**src/rtl/cmdring_pkg.sv**
```systemverilog
package cmdring_pkg;
  parameter int ADDR_W   = 32;
  parameter int WORD_W   = 32;
  parameter int IDX_W    = 16;
  parameter int LEN_W    = 16;
  parameter int WIN_BITS = 3;

  typedef enum logic [1:0] {
    ST_IDLE = 2'd0,
    ST_RDREQ = 2'd1,
    ST_RDWAIT = 2'd2,
    ST_WBREQ = 2'd3
  } fetch_state_e;

  typedef enum logic [1:0] {
    SEL_BASE = 2'd0,
    SEL_SIZE = 2'd1,
    SEL_RPT  = 2'd2,
    SEL_WIDX = 2'd3
  } cfg_sel_e;

  function automatic logic [IDX_W-1:0] idx_step(input logic [IDX_W-1:0] idx,
                                                input logic [IDX_W-1:0] words);
    logic [IDX_W:0] nxt;
    nxt = {1'b0, idx} + 1'b1;
    if (nxt >= {1'b0, words}) idx_step = '0;
    else idx_step = nxt[IDX_W-1:0];
  endfunction

  function automatic logic [ADDR_W-1:0] ring_addr(input logic [ADDR_W-1:0] base,
                                                  input logic [IDX_W-1:0] idx);
    ring_addr = base + {{(ADDR_W-IDX_W-2){1'b0}}, idx, 2'b00};
  endfunction

  function automatic logic [ADDR_W-1:0] rebase(input logic [ADDR_W-1:0] base,
                                               input logic [ADDR_W-1:0] ptr);
    rebase = {base[ADDR_W-1 -: WIN_BITS], ptr[ADDR_W-WIN_BITS-1:0]};
  endfunction
endpackage

```
**src/rtl/cmdring_regs.sv**
```systemverilog
module cmdring_regs
  import cmdring_pkg::*;
#(
  parameter int DEF_WORDS = 16
) (
  input  logic              clk,
  input  logic              rst_n,
  input  logic              cfg_we,
  input  logic [1:0]        cfg_sel,
  input  logic [WORD_W-1:0] cfg_wdata,
  input  logic              ring_word_done,
  output logic [ADDR_W-1:0] base,
  output logic [IDX_W-1:0]  ring_words,
  output logic [ADDR_W-1:0] rpt_addr,
  output logic [IDX_W-1:0]  wr_idx,
  output logic [IDX_W-1:0]  rd_idx
);
  logic unused_cfg_bits;
  assign unused_cfg_bits = ^{cfg_wdata[WORD_W-1:IDX_W+2], cfg_wdata[1:0]};

  always_ff @(posedge clk) begin
    if (!rst_n) begin
      base       <= '0;
      ring_words <= IDX_W'(DEF_WORDS);
      rpt_addr   <= '0;
      wr_idx     <= '0;
    end else if (cfg_we) begin
      case (cfg_sel_e'(cfg_sel))
        SEL_BASE: base       <= cfg_wdata[ADDR_W-1:0];
        SEL_SIZE: ring_words <= cfg_wdata[IDX_W+1:2];
        SEL_RPT:  rpt_addr   <= cfg_wdata[ADDR_W-1:0];
        default:  wr_idx     <= cfg_wdata[IDX_W-1:0];
      endcase
    end
  end

  always_ff @(posedge clk) begin
    if (!rst_n) rd_idx <= '0;
    else if (ring_word_done) rd_idx <= idx_step(rd_idx, ring_words);
  end

  // the last slot of the ring is followed by slot zero
  p_rd_wrap_r3: assert property (@(posedge clk) disable iff (!rst_n)
    (ring_word_done && ring_words != '0 && rd_idx == ring_words - 1'b1
     && !(cfg_we && cfg_sel == SEL_SIZE)) |=> rd_idx == '0);
endmodule

```
**src/rtl/cmdring_swap.sv**
```systemverilog
module cmdring_swap #(
  parameter int W = 32
) (
  input  logic [W-1:0] din,
  output logic [W-1:0] dout
);
  localparam int NB = W / 8;
  for (genvar g = 0; g < NB; g++) begin : g_byte
    assign dout[8*g +: 8] = din[8*(NB-1-g) +: 8];
  end
endmodule

```
**src/rtl/cmdring_seq.sv**
```systemverilog
module cmdring_seq
  import cmdring_pkg::*;
(
  input  logic              clk,
  input  logic              rst_n,
  input  logic [ADDR_W-1:0] base,
  input  logic [ADDR_W-1:0] rpt_addr,
  input  logic [IDX_W-1:0]  wr_idx,
  input  logic [IDX_W-1:0]  rd_idx,
  input  logic              ib_req,
  input  logic [ADDR_W-1:0] ib_ptr,
  input  logic [LEN_W-1:0]  ib_len,
  output logic              mem_req,
  output logic              mem_we,
  output logic [ADDR_W-1:0] mem_addr,
  output logic [WORD_W-1:0] mem_wdata,
  input  logic              mem_gnt,
  input  logic              mem_rvalid,
  output logic              word_valid,
  output logic              ring_word_done,
  output logic              nest_err,
  output logic              idle
);
  fetch_state_e state, state_nx;
  logic              ib_active;
  logic [ADDR_W-1:0] ib_addr;
  logic [LEN_W-1:0]  ib_remain;
  logic              src_ib;
  logic              rpt_due;

  // named internal events
  logic ib_accept, nest_reject, ib_word_done, ib_finish;
  logic go_ib, go_ring, go_rpt, rpt_drop, rpt_sent;

  assign ib_accept   = ib_req && !ib_active;
  assign nest_reject = ib_req && ib_active;
  assign word_valid  = (state == ST_RDWAIT) && mem_rvalid;
  assign ib_word_done   = word_valid && src_ib;
  assign ring_word_done = word_valid && !src_ib;
  assign ib_finish = (state == ST_IDLE) && ib_active && (ib_remain == '0);

  always_comb begin
    go_ib = 1'b0; go_ring = 1'b0; go_rpt = 1'b0; rpt_drop = 1'b0;
    if (state == ST_IDLE) begin
      if (ib_active) go_ib = (ib_remain != '0);
      else if (rpt_due && rd_idx == wr_idx) begin
        if (rpt_addr != '0) go_rpt = 1'b1;
        else rpt_drop = 1'b1;
      end else if (rd_idx != wr_idx) go_ring = 1'b1;
    end
  end
  assign rpt_sent = (state == ST_WBREQ) && mem_gnt;

  always_comb begin
    state_nx = state;
    case (state)
      ST_IDLE:   if (go_ib || go_ring) state_nx = ST_RDREQ;
                 else if (go_rpt) state_nx = ST_WBREQ;
      ST_RDREQ:  if (mem_gnt) state_nx = ST_RDWAIT;
      ST_RDWAIT: if (mem_rvalid) state_nx = ST_IDLE;
      default:   if (mem_gnt) state_nx = ST_IDLE;
    endcase
  end

  always_ff @(posedge clk) begin
    if (!rst_n) begin
      state     <= ST_IDLE;
      mem_addr  <= '0;
      mem_wdata <= '0;
      src_ib    <= 1'b0;
    end else begin
      state <= state_nx;
      if (go_ib) begin
        mem_addr <= ib_addr;
        src_ib   <= 1'b1;
      end else if (go_ring) begin
        mem_addr <= ring_addr(base, rd_idx);
        src_ib   <= 1'b0;
      end else if (go_rpt) begin
        mem_addr  <= rpt_addr;
        mem_wdata <= {{(WORD_W-IDX_W){1'b0}}, rd_idx};
      end
    end
  end

  always_ff @(posedge clk) begin
    if (!rst_n) begin
      ib_active <= 1'b0;
      ib_addr   <= '0;
      ib_remain <= '0;
    end else if (ib_accept) begin
      ib_active <= 1'b1;
      ib_addr   <= rebase(base, ib_ptr);
      ib_remain <= ib_len;
    end else if (ib_finish) begin
      ib_active <= 1'b0;
    end else if (ib_word_done) begin
      ib_addr   <= ib_addr + ADDR_W'(4);
      ib_remain <= ib_remain - 1'b1;
    end
  end

  always_ff @(posedge clk) begin
    if (!rst_n) rpt_due <= 1'b0;
    else if (ring_word_done) rpt_due <= 1'b1;
    else if (rpt_sent || rpt_drop) rpt_due <= 1'b0;
  end

  always_ff @(posedge clk) begin
    if (!rst_n) nest_err <= 1'b0;
    else if (nest_reject) nest_err <= 1'b1;
  end

  assign mem_req = (state == ST_RDREQ) || (state == ST_WBREQ);
  assign mem_we  = (state == ST_WBREQ);
  assign idle = (state == ST_IDLE) && !ib_active && !rpt_due && (rd_idx == wr_idx);

  // an ungranted request keeps its address
  p_req_hold_r2: assert property (@(posedge clk) disable iff (!rst_n)
    (mem_req && !mem_gnt) |=> (mem_req && $stable(mem_addr)));
  // indirect reads stay in the ring's upper address window
  p_ib_window_r4: assert property (@(posedge clk) disable iff (!rst_n)
    (mem_req && !mem_we && src_ib) |-> mem_addr[ADDR_W-1 -: WIN_BITS] == base[ADDR_W-1 -: WIN_BITS]);
  // no report write to address zero
  p_rpt_nonzero_r6: assert property (@(posedge clk) disable iff (!rst_n)
    (mem_req && mem_we) |-> mem_addr != '0);
  // a nested request leaves the error flag set
  p_nest_flag_r8: assert property (@(posedge clk) disable iff (!rst_n)
    nest_reject |=> nest_err);
  // an idle fetcher has no open memory traffic
  p_idle_quiet_r9: assert property (@(posedge clk) disable iff (!rst_n)
    idle |-> !mem_req);
endmodule

```
**src/rtl/cmd_ring_fetch.sv**
```systemverilog
module cmd_ring_fetch
  import cmdring_pkg::*;
#(
  parameter int DEF_WORDS = 16
) (
  input  logic              clk,
  input  logic              rst_n,
  input  logic              cfg_we,
  input  logic [1:0]        cfg_sel,
  input  logic [WORD_W-1:0] cfg_wdata,
  input  logic              ib_req,
  input  logic [ADDR_W-1:0] ib_ptr,
  input  logic [LEN_W-1:0]  ib_len,
  output logic              mem_req,
  output logic              mem_we,
  output logic [ADDR_W-1:0] mem_addr,
  output logic [WORD_W-1:0] mem_wdata,
  input  logic              mem_gnt,
  input  logic              mem_rvalid,
  input  logic [WORD_W-1:0] mem_rdata,
  output logic              out_valid,
  output logic [WORD_W-1:0] out_word,
  output logic [IDX_W-1:0]  rd_idx,
  output logic              nest_err,
  output logic              idle
);
  logic [ADDR_W-1:0] base, rpt_addr;
  logic [IDX_W-1:0]  ring_words, wr_idx;
  logic              ring_word_done;

  cmdring_regs #(.DEF_WORDS(DEF_WORDS)) u_regs (
    .clk(clk), .rst_n(rst_n), .cfg_we(cfg_we), .cfg_sel(cfg_sel),
    .cfg_wdata(cfg_wdata), .ring_word_done(ring_word_done), .base(base),
    .ring_words(ring_words), .rpt_addr(rpt_addr), .wr_idx(wr_idx), .rd_idx(rd_idx)
  );

  cmdring_seq u_seq (
    .clk(clk), .rst_n(rst_n), .base(base), .rpt_addr(rpt_addr), .wr_idx(wr_idx),
    .rd_idx(rd_idx), .ib_req(ib_req), .ib_ptr(ib_ptr), .ib_len(ib_len),
    .mem_req(mem_req), .mem_we(mem_we), .mem_addr(mem_addr), .mem_wdata(mem_wdata),
    .mem_gnt(mem_gnt), .mem_rvalid(mem_rvalid), .word_valid(out_valid),
    .ring_word_done(ring_word_done), .nest_err(nest_err), .idle(idle)
  );

  cmdring_swap #(.W(WORD_W)) u_swap (.din(mem_rdata), .dout(out_word));
endmodule

```
**config.mk**
```make
export PLATFORM = sky130hd
export DESIGN_NAME = cmd_ring_fetch
export DESIGN_NICKNAME = d
export VERILOG_FILES = /design/src/rtl/cmdring_pkg.sv /design/src/rtl/cmdring_regs.sv /design/src/rtl/cmdring_swap.sv /design/src/rtl/cmdring_seq.sv /design/src/rtl/cmd_ring_fetch.sv
export SDC_FILE = /design/constraint.sdc
export NUM_CORES = 1
export LEC_CHECK = 0
export BUFFER_PORTS_ARGS = -buffer_cell sky130_fd_sc_hd__clkbuf_2
export CAP_MARGIN = 20
export CORE_MARGIN = 1
export CORE_UTILIZATION = 49
export CTS_CLUSTER_SIZE = 10
export DETAILED_ROUTE_END_ITERATION = 16
export GPL_ROUTABILITY_DRIVEN = 0
export HOLD_SLACK_MARGIN = 0.1
export PLACE_DENSITY = 0.85
export SLEW_MARGIN = 40
export SYNTH_ARGS = -nofsm -noshare
export SYNTH_HDL_FRONTEND = slang
export SYNTH_SLANG_ARGS = --single-unit
```
**constraint.sdc**
```tcl
create_clock -name clk -period 3.49 [get_ports clk]
set_input_delay 0.698 -clock clk [delete_from_list [all_inputs] [get_ports clk]]
set_output_delay 0.698 -clock clk [all_outputs]
set_load 0.01 [all_outputs]
```
==> summary.txt, run 1 <==
placed insts: 1756
Post-DP HPWL: 22300 µm
hold path start: cfg_wdata[28]
CP required: 3900 ps
DIE AREA: 23700 µm²
Worst-Margin Slew: 875 ps
Max Cap Violations: 0
Via density: 5.85
largest family of logic cells by synthesized area: simple AND/OR/NAND/NOR gates
number of synthesized flops with an enable pin: 0
Slowest-stage cell, CP: or4_1
critical path class: flop to flop
maximum clock insertion buffer count: 3
crit path max fanout: 7
leading cell type in the layout, fill and taps excluded: nand2_1
Leakage: 5.22 nW
number of port buffers: 153
final setup fails: 0
Mapped Cells: 1409
post-synthesis mux area share: 2.25%
Finished Layout Cells: 1794
Total Routed Length: 31600 µm
critical path data arrival time: 3870 ps
R2R depth: 12
fraction of layout cells with a size suffix above 1: 18.2%
simple-gate share of the synthesized area: 21.8%
sequential area share after synthesis: 37.9%
Iter 0 DRT Violations: 966
FF+latch count, synth: 214
synth warn: 0
critical path depth: 12
largest net degree at the start of global routing: 164
most used cell, CP: nand3_1
minimum clock period: 3460 ps
Routed wire per std cell: 17.6 µm
Sink Count: 214
Slew Limit Fails: 0
DRT antenna net count: 0
Setup Skew: 11.8 ps
Synth cell types: 78
Die H: 154 µm
adder-cell area share of the yosys netlist: 4.05%
Final period util: 99.2%
Initial Util: 49.9%
Peak VDD IR: 302 µV
Post-Syn Area: 11300 µm²
setup slack, reg-to-reg: 30 ps
# fillers: 1949
Reg2Reg Launch Point: u_regs.rd_idx[2]
Final Hold Viols: 0
clock tree root driver cell: clkbuf_16
status: finished clean
grt ovf: 0
WHS Endpoint: u_regs.base[28]
final setup TNS: 0 ps
CP endpoint kind: flop
post-synthesis average cell area: 8.02 µm²
antenna violations before repair: 0
fin util: 56.8%
Post-synth top flop: dfxtp_1
Cells on Worst Hold Path: 3
RR Endpoint: u_regs.rd_idx[0]
TritonCTS buffer count: 26
synth-to-layout area growth: 13.8%
All-Layer GR Usage: 25.7%
ys async rst share: 0%
# diodes: 0
CTS tree: built
CP peak stage delay: 650 ps
most frequent cells in the layout: nand2_1, dfxtp_1, clkbuf_2
Crit path max-delay family: simple AND/OR/NAND/NOR gates
vias in the first global route: 9742
drt drc: 0
Fmax achieved: 0.289 GHz
clock slew at reported path FFs: 60 ps
Buf+Inv Stages, Crit Path: 1
crit start category: flop
Placeable Area: 22600 µm²
hold crit path type: primary input to flop
Horiz. Die Dim: 154 µm
PD cells: 476 nW/µm²
H-tree depth: 1
Nets: 1660
Synth area leaders: dfxtp_1, nand2_1, a21oi_1
vias: 10500
Placement Rows: 55
compound-cell area share of the yosys netlist: 18.3%
I/O pins: 237
cell taking the most area after synthesis: dfxtp_1
cell breakdown of the critical path: nand2_1 > or4_1 > nor2_4 > nand3_1 > xnor2_1 > ha_1 > nand3_1 > or2_2 > a21oi_4 > buf_4 > nor3b_4 > mux2_4
XOR/XNOR Fraction of Synth Area: 7.59%
worst relative slew slack: 41.0%
first-pass GRT wire length: 49400 µm
Clock Latency Late Sink: 520 ps
share of the synthesized area in the top cell type: 37.9%
Pre-antenna DRT Iters: 8
## cell type report
cell class	instances	area [µm²]	share of cell area, %
Inverter	30	115	0.895
Multi-Input combinational cell	1038	6240	48.5
Tap cell	285	357	2.77
Timing Repair Buffer	194	1130	8.80
Clock buffer	32	724	5.63
Sequential cell	214	4290	33.3
Clock inverter	1	8.76	0.0681
## worst reg2reg max path: stages (launching register included)
cell	delay [ps]
dfxtp_1	440
nand2_1	130
or4_1	650
nor2_4	200
nand3_1	190
xnor2_1	180
ha_1	330
nand3_1	100
or2_2	330
a21oi_4	280
buf_4	190
nor3b_4	60
mux2_4	270
## cell usage after synthesis (all sizes together), types with 24 or more instances
cell type / instances
a211oi: 42
a21oi: 146
buf: 76
clkbuf: 66
dfxtp: 214
ha: 35
inv: 29
nand2: 273
nand3: 35
nor2: 112
nor4: 24
o21ai: 37
xnor2: 49
xor2: 49
## how the worst max path moves through the flow
stage	end	startpoint	slack [ps]
6_report	u_regs.rd_idx[0]	u_regs.rd_idx[2]	30
5_1_grt	u_regs.rd_idx[0]	u_regs.rd_idx[2]	-100
4_1_cts	u_regs.rd_idx[12]	u_regs.rd_idx[0]	20
3_5_place_dp	u_regs.rd_idx[0]	u_regs.rd_idx[0]	-30
3_3_place_gp	u_regs.rd_idx[0]	u_regs.rd_idx[0]	120
2_1_floorplan	u_regs.rd_idx[2]	u_regs.rd_idx[1]	8
## flip-flops by register name (all words and copies together), names as in the netlist, 2 cells and up
register           cells
u_seq.state            2
u_seq.ib_remain       16
u_seq.mem_addr        32
u_seq.ib_addr         32
u_regs.rd_idx         16
u_regs.ring_words     16
u_regs.wr_idx         16
u_regs.base           32
u_regs.rpt_addr       32
u_seq.mem_wdata       16
## per-layer routing
metal / up-vias / share of wire, % / wire length, µm / global-route usage [%]
li1: 4991 / - / - / -
met1: 4933 / 43 / 13400 / 34.3
met2: 490 / 46 / 14500 / 43.1
met3: 79 / 8.7 / 2750 / 4.06
met4: 0 / 2.8 / 891 / 7.14
met5: - / 0 / 0 / 0
## power by group
part | switching (mW) | internal (mW)
Sequential | 0.154 | 2.61
Clock | 0.974 | 1.43
Combinational | 0.594 | 0.372
Total | 1.72 | 4.41
## cells by family after synthesis
logic type                 after synthesis
AOI/OAI and AO/OA                      320
muxes                                   25
xor gates and xnor gates                98
adders and majority gates               36
and+or+nand+nor                        543
buffers and inverters                  172
DFF                                    214
other                                    1
## repair_timing
| item | in CTS | in global routing |
|---|---|---|
| cloned | 0 | 1 |
| endpoints found under the setup margin | 4 | 15 |
| setup buffers | 0 | 4 |
| pin swaps | 0 | 2 |
| resized for setup | 1 | 12 |
| hold buffers | 0 | 0 |
## through the flow
step	cell area (µm²)	worst slack (ps)	hold WS (ps)	power, mW
final	12900	26.6	418	6.13
after global routing	12900	-95.5	431	6.34
after CTS	12800	24.8	411	6.12
after detailed placement	12000	-26.3	452	3.75
after global placement	12000	120	443	3.72
after floorplan	11400	7.83	436	3.49
(Power assumes the default switching activity.)
==> run 2, diff against run 1 <==
- PLACE_DENSITY: 0.85 -> 0.82
- clock period: 3.49 -> 4.2 ns (I/O delays scaled with it)
==> run 2 against run 1 <==
Net effect:
- die area unchanged
- critical endpoint is now u_regs.rd_idx[11]
- total power down 16%
- cell area down 1.4%
- global-route usage down 0.32 points
- hold slack better by 33 ps
- final cell count down 0.67%
- maximum frequency down 12%
- clock power down 13%
- largest power group unchanged
- sequential power down 17%
- critical path depth up 1
==> summary.txt, run 2 (same netlist as run 1, synthesis figures left out) <==
Slew Limit Fails: 0 (unchanged)
vias in the first global route: 9496 (-2.5%)
Place WS: 347 ps (+374 ps)
maximum clock insertion buffer count: 3 (unchanged)
CP required: 4660 ps (+760 ps)
status: finished clean
Reg power frac: 44.5% (-0.5 points)
setup ws final: 270 ps (+243 ps)
Max Cap Violations: 0 (unchanged)
DRT antenna net count: 0 (unchanged)
most frequent cells in the layout: nand2_1, dfxtp_1, clkbuf_2
# diodes: 0 (unchanged)
Setup Skew: 7.73 ps (-4.10 ps)
critical path class: flop to flop
Final period util: 93.6% (-5.7 points)
hold crit path type: flop to flop
PostCTS Resize Cnt: 0 (-1)
Via density: 5.80 (-0.92%)
Worst-Margin Slew: 926 ps (+51.0 ps)
antenna violations before repair: 0 (unchanged)
Sw Share: 27.7% (-0.42 points)
R2R depth: 13 (+1)
PD cells: 407 nW/µm² (-15%)
final setup TNS: 0 ps (unchanged)
RSZ-0062 raised after global routing: false
CTS Hold Bufs: 0 (unchanged)
Sequential Area: 4280 µm² (about the same)
critical path data arrival time: 4390 ps (+520 ps)
clock power share: 40.4% (+1.2 points)
TritonCTS buffer count: 26 (unchanged)
Placement Rows: 55 (unchanged)
I/O pins: 237 (unchanged)
synth-to-layout area growth: 12.2%
CTS tree: built
worst relative slew slack: 37.6% (-3.4 points)
NetSw: 1.43 mW (-17%)
Total Power: 5.16 mW (-16%)
hold slack: 451 ps (+32.8 ps)
Placeable Area: 22600 µm² (unchanged)
leading cell type in the layout, fill and taps excluded: nand2_1
Pre-antenna DRT Iters: 6 (-2)
Cells on Worst Hold Path: 2 (-1)
Leakage: 5.15 nW (-1.3%)
Nets: 1647 (-0.78%)
Pint: 3.73 mW (-15%)
grt ovf: 0 (unchanged)
H-tree depth: 1 (unchanged)
Peak VDD IR: 293 µV (-3.2%)
first-pass GRT wire length: 49000 µm (-0.87%)
post-CTS setup buffers: 0 (unchanged)
Final Hold Viols: 0 (unchanged)
clock tree root driver cell: clkbuf_16
Post-DP HPWL: 22100 µm (-0.93%)
Sink Count: 214 (unchanged)
All-Layer GR Usage: 25.4% (-0.32 points)
Logic pwr share: 15.2% (-0.6 points)
crit start category: flop
multi-input logic area: 6180 µm² (-1.1%)
# fillers: 2035 (+4.4%)
Iter 0 DRT Violations: 984 (+1.9%)
Clock Latency Late Sink: 520 ps (about the same)
vias: 10300 (-1.6%)
minimum clock period: 3930 ps (+467 ps)
number of port buffers: 153 (unchanged)
CP endpoint kind: flop
clock slew at reported path FFs: 50 ps (about the same)
Routed wire per std cell: 17.5 µm (-0.85%)
DIE AREA: 23700 µm² (unchanged)
Horiz. Die Dim: 154 µm (unchanged)
crit path max fanout: 16 (+9)
Fmax achieved: 0.254 GHz (-12%)
Total Routed Length: 31100 µm (-1.5%)
drt drc: 0 (unchanged)
Die H: 154 µm (unchanged)
final setup fails: 0 (unchanged)
largest net degree at the start of global routing: 164 (unchanged)
fraction of layout cells with a size suffix above 1: 16.6% (-1.6 points)
Initial Util: 49.9% (unchanged)
==> run 2: cell type report <==
type,count,share of cell area [%]
Clock buffer,31,5.52
Clock inverter,3,0.513
Inverter,30,0.907
Multi-Input combinational cell,1038,48.7
Sequential cell,214,33.8
Tap cell,285,2.81
Timing Repair Buffer,181,7.79
==> run 2: metal layers <==
layer | track usage [%] | vias up | part of all wire, %
met2 | 41.4 | 454 | 46
met3 | 3.35 | 65 | 7.6
met4 | 7.33 | 0 | 2.4
met5 | 0 | - | 0
li1 | - | 4989 | -
met1 | 35.1 | 4819 | 44
==> run 2: worst paths after layout <==
kind | startpoint | end | slack [ps]
max | u_regs.rd_idx[1] | u_regs.rd_idx[11] | 270
min | u_seq.mem_addr[3] | u_seq.mem_addr[3] | 450
max reg2reg | u_regs.rd_idx[1] | u_regs.rd_idx[11] | 270
min reg2reg | u_seq.mem_addr[3] | u_seq.mem_addr[3] | 450
==> run 2: metrics by stage <==
| stage | instances | area [µm²] | util, % |
|---|---|---|---|
| after CTS | 1782 | 12700 | 56.0 |
| after floorplan | 1424 | 11400 | - |
| after detailed placement | 1748 | 11900 | 52.6 |
| after global placement | 1748 | 11900 | 52.6 |
| after global routing | 1782 | 12700 | 56.0 |
| final | 1782 | 12700 | 56.0 |
==> run 2: power by group through the flow <==
| stage | clock network (mW) | logic [mW] | registers, mW |
|---|---|---|---|
| finish | 2.08 | 0.782 | 2.29 |
| global route | 2.19 | 0.853 | 2.31 |
| CTS | 2.11 | 0.772 | 2.29 |
| detailed placement | 0 | 0.766 | 2.33 |
| global placement | 0 | 0.749 | 2.33 |
| floorplan | 0 | 0.582 | 2.31 |
==> run 2: critical path: stages, from the launching register on <==
cell      delay (ps)
dfxtp_1          430
ha_1             300
nand3_2          150
or4_1            680
nor2_2           270
and3_1           200
xor2_1           200
ha_1             280
a21o_1           160
a211oi_1         260
o211ai_1         160
buf_4            250
nor2_1           290
a221o_1          220
==> run 3, diff against run 2 <==
- CAP_MARGIN: 20 -> default
- CORE_ASPECT_RATIO: default -> 0.8
- PLACE_DENSITY: 0.82 -> 0.69
==> run 3 against run 2 <==
Net effect:
- sequential share of layout area grew 0.23 points
- total power shrank 4.0%
- final cell count grew 0.79%
- sequential power is essentially flat
- setup slack gained 5.7 ps
- critical path depth is the same
- count of clock-buffer cells in the layout shrank 2
- sequential cell count is the same
- register-to-register slack is essentially flat
- clock skew is essentially flat
==> summary.txt, run 3 (same netlist as run 1, synthesis figures left out) <==
final setup fails: 0 (unchanged)
antenna violations before repair: 0 (unchanged)
Iter 0 DRT Violations: 763 (-22%)
NetSw: 1.41 mW (-1.5%)
Sw Share: 28.4% (+0.71 points)
RSZ-0062 raised after global routing: false
H-tree depth: 1 (unchanged)
I/O pins: 237 (unchanged)
Peak VDD IR: 254 µV (-13%)
fraction of layout cells with a size suffix above 1: 16.3% (-0.26 points)
fin util: 55.8% (-0.19 points)
# diodes: 0 (unchanged)
Post-DP HPWL: 22000 µm (-0.53%)
vias: 10000 (-2.8%)
number of port buffers: 153 (unchanged)
worst relative slew slack: 45.1% (+7.5 points)
Placement Rows: 49 (-11%)
Reg power frac: 46.4% (+1.9 points)
status: finished clean
RR Endpoint: u_regs.rd_idx[0]
WHS Endpoint: u_seq.mem_addr[7]
CP endpoint kind: flop
Pre-antenna DRT Iters: 5 (-1)
synth-to-layout area growth: 11.5%
R2R depth: 13 (unchanged)
Finished Layout Cells: 1796 (+0.79%)
critical path class: flop to flop
Total Routed Length: 30000 µm (-3.5%)
drt drc: 0 (unchanged)
Placeable Area: 22600 µm² (-0.35%)
Setup Skew: 7.66 ps (-0.0737 ps)
placed insts: 1766 (+1.0%)
Max Cap Violations: 0 (unchanged)
Leakage: 5.08 nW (-1.2%)
crit start category: flop
CP required: 4650 ps (about the same)
Total Power: 4.95 mW (-4.0%)
Worst-Margin Slew: 815 ps (-111 ps)
final setup TNS: 0 ps (unchanged)
Die H: 138 µm (-10%)
Routed wire per std cell: 16.7 µm (-4.3%)
maximum clock insertion buffer count: 3 (unchanged)
CTS tree: built
All-Layer GR Usage: 25.2% (-0.23 points)
Cells on Worst Hold Path: 2 (unchanged)
TritonCTS buffer count: 25 (-3.8%)
Slew Limit Fails: 0 (unchanged)
Horiz. Die Dim: 172 µm (+12%)
setup slack, reg-to-reg: 280 ps (about the same)
clock slew at reported path FFs: 50 ps (about the same)
leading cell type in the layout, fill and taps excluded: nand2_1
vias in the first global route: 8920 (-6.1%)
Nets: 1644 (-0.18%)
largest net degree at the start of global routing: 87 (-47%)
Initial Util: 50.1% (+0.17 points)
Final period util: 93.4% (-0.14 points)
Fmax achieved: 0.255 GHz (+0.15%)
Clock Latency Late Sink: 510 ps (about the same)
grt ovf: 0 (unchanged)
clock tree root driver cell: clkbuf_16
minimum clock period: 3920 ps (-5.71 ps)
crit path max fanout: 6 (-10)
first-pass GRT wire length: 47400 µm (-3.3%)
DRT antenna net count: 0 (unchanged)
most frequent cells in the layout: nand2_1, dfxtp_1, clkbuf_2
Logic pwr share: 15.9% (+0.7 points)
Final Hold Viols: 0 (unchanged)
hold crit path type: flop to flop
Sink Count: 214 (unchanged)
hold path start: u_seq.mem_addr[7]
critical path data arrival time: 4370 ps (-20 ps)
Via density: 5.59 (-3.5%)
DIE AREA: 23700 µm² (about the same)
PD cells: 393 nW/µm² (-3.3%)
Reg2Reg Launch Point: u_regs.rd_idx[0]
clock power share: 37.6% (-2.8 points)
# fillers: 2169 (+6.6%)
Pint: 3.55 mW (-4.9%)
[run 3: cell count changes in the layout (fill, tap and decap cells not counted), sizes merged]
cell	change
buf	-2
bufinv	-2
clkbuf	-2
clkinv	-1
[run 3: worst max path at each step]
stage                        endpoint             start  slack [ps]  cells past startpoint
floorplan           u_regs.rd_idx[11]  u_regs.rd_idx[1]         380                     14
global placement     u_regs.rd_idx[6]  u_regs.rd_idx[0]         300                     13
detailed placement   u_regs.rd_idx[5]  u_regs.rd_idx[0]         230                     13
CTS                  u_regs.rd_idx[5]  u_regs.rd_idx[0]         200                     13
global route         u_regs.rd_idx[0]  u_regs.rd_idx[0]          20                     13
finish               u_regs.rd_idx[0]  u_regs.rd_idx[0]         280                     13
[run 3: power groups by stage]
stage                     combinational (mW)  clock (mW)  sequential (mW)
after global routing                   0.876        1.98             2.31
after detailed placement               0.780           0             2.34
after floorplan                        0.582           0             2.31
after global placement                 0.767           0             2.34
after CTS                              0.785        1.89             2.30
final                                  0.790        1.86             2.30
[run 3: cell type report]
cell class              count  area, µm²  share of cell area, %
clock buffers              29        661                   5.24
well taps                 306        383                   3.04
inverters                  30        115                  0.914
repair buffers            179        977                   7.76
multi-input cells        1038       6180                   49.0
flip-flops and latches    214       4280                   34.0
[run 3: routing by layer]
metal | wire, µm | GRT usage, % | share of wire [%]
met5 | 0 | 0 | 0
met4 | 434 | 5.31 | 1.4
met3 | 1890 | 3.88 | 6.3
met2 | 13400 | 39.9 | 45
met1 | 14300 | 36.0 | 48
[run 3: repair_timing]
item                                    4_1_cts  5_1_grt
hold buffers                                  0        0
resized for setup                             0        1
endpoints found under the setup margin        0        6
setup buffers                                 0        0
[run 3: critical path, stage by stage, from the launching register on]
cell and delay (ps):
dfxtp_1 430, ha_1 300, nand3_2 160, or4_1 690, nor2_2 250, and3_1 200
xor2_1 200, ha_1 270, a21o_1 160, a211oi_1 240, o211ai_1 150, nor3b_1 430
buf_4 240, mux2_2 150
[run 3: metrics by stage]
| stage | area [µm²] | worst slack (ps) | hold slack [ps] |
|---|---|---|---|
| after floorplan | 11400 | 382 | 436 |
| after global placement | 11900 | 302 | 439 |
| after detailed placement | 11900 | 226 | 447 |
| after CTS | 12600 | 203 | 454 |
| after global routing | 12600 | 19.6 | 472 |
| final | 12600 | 275 | 451 |
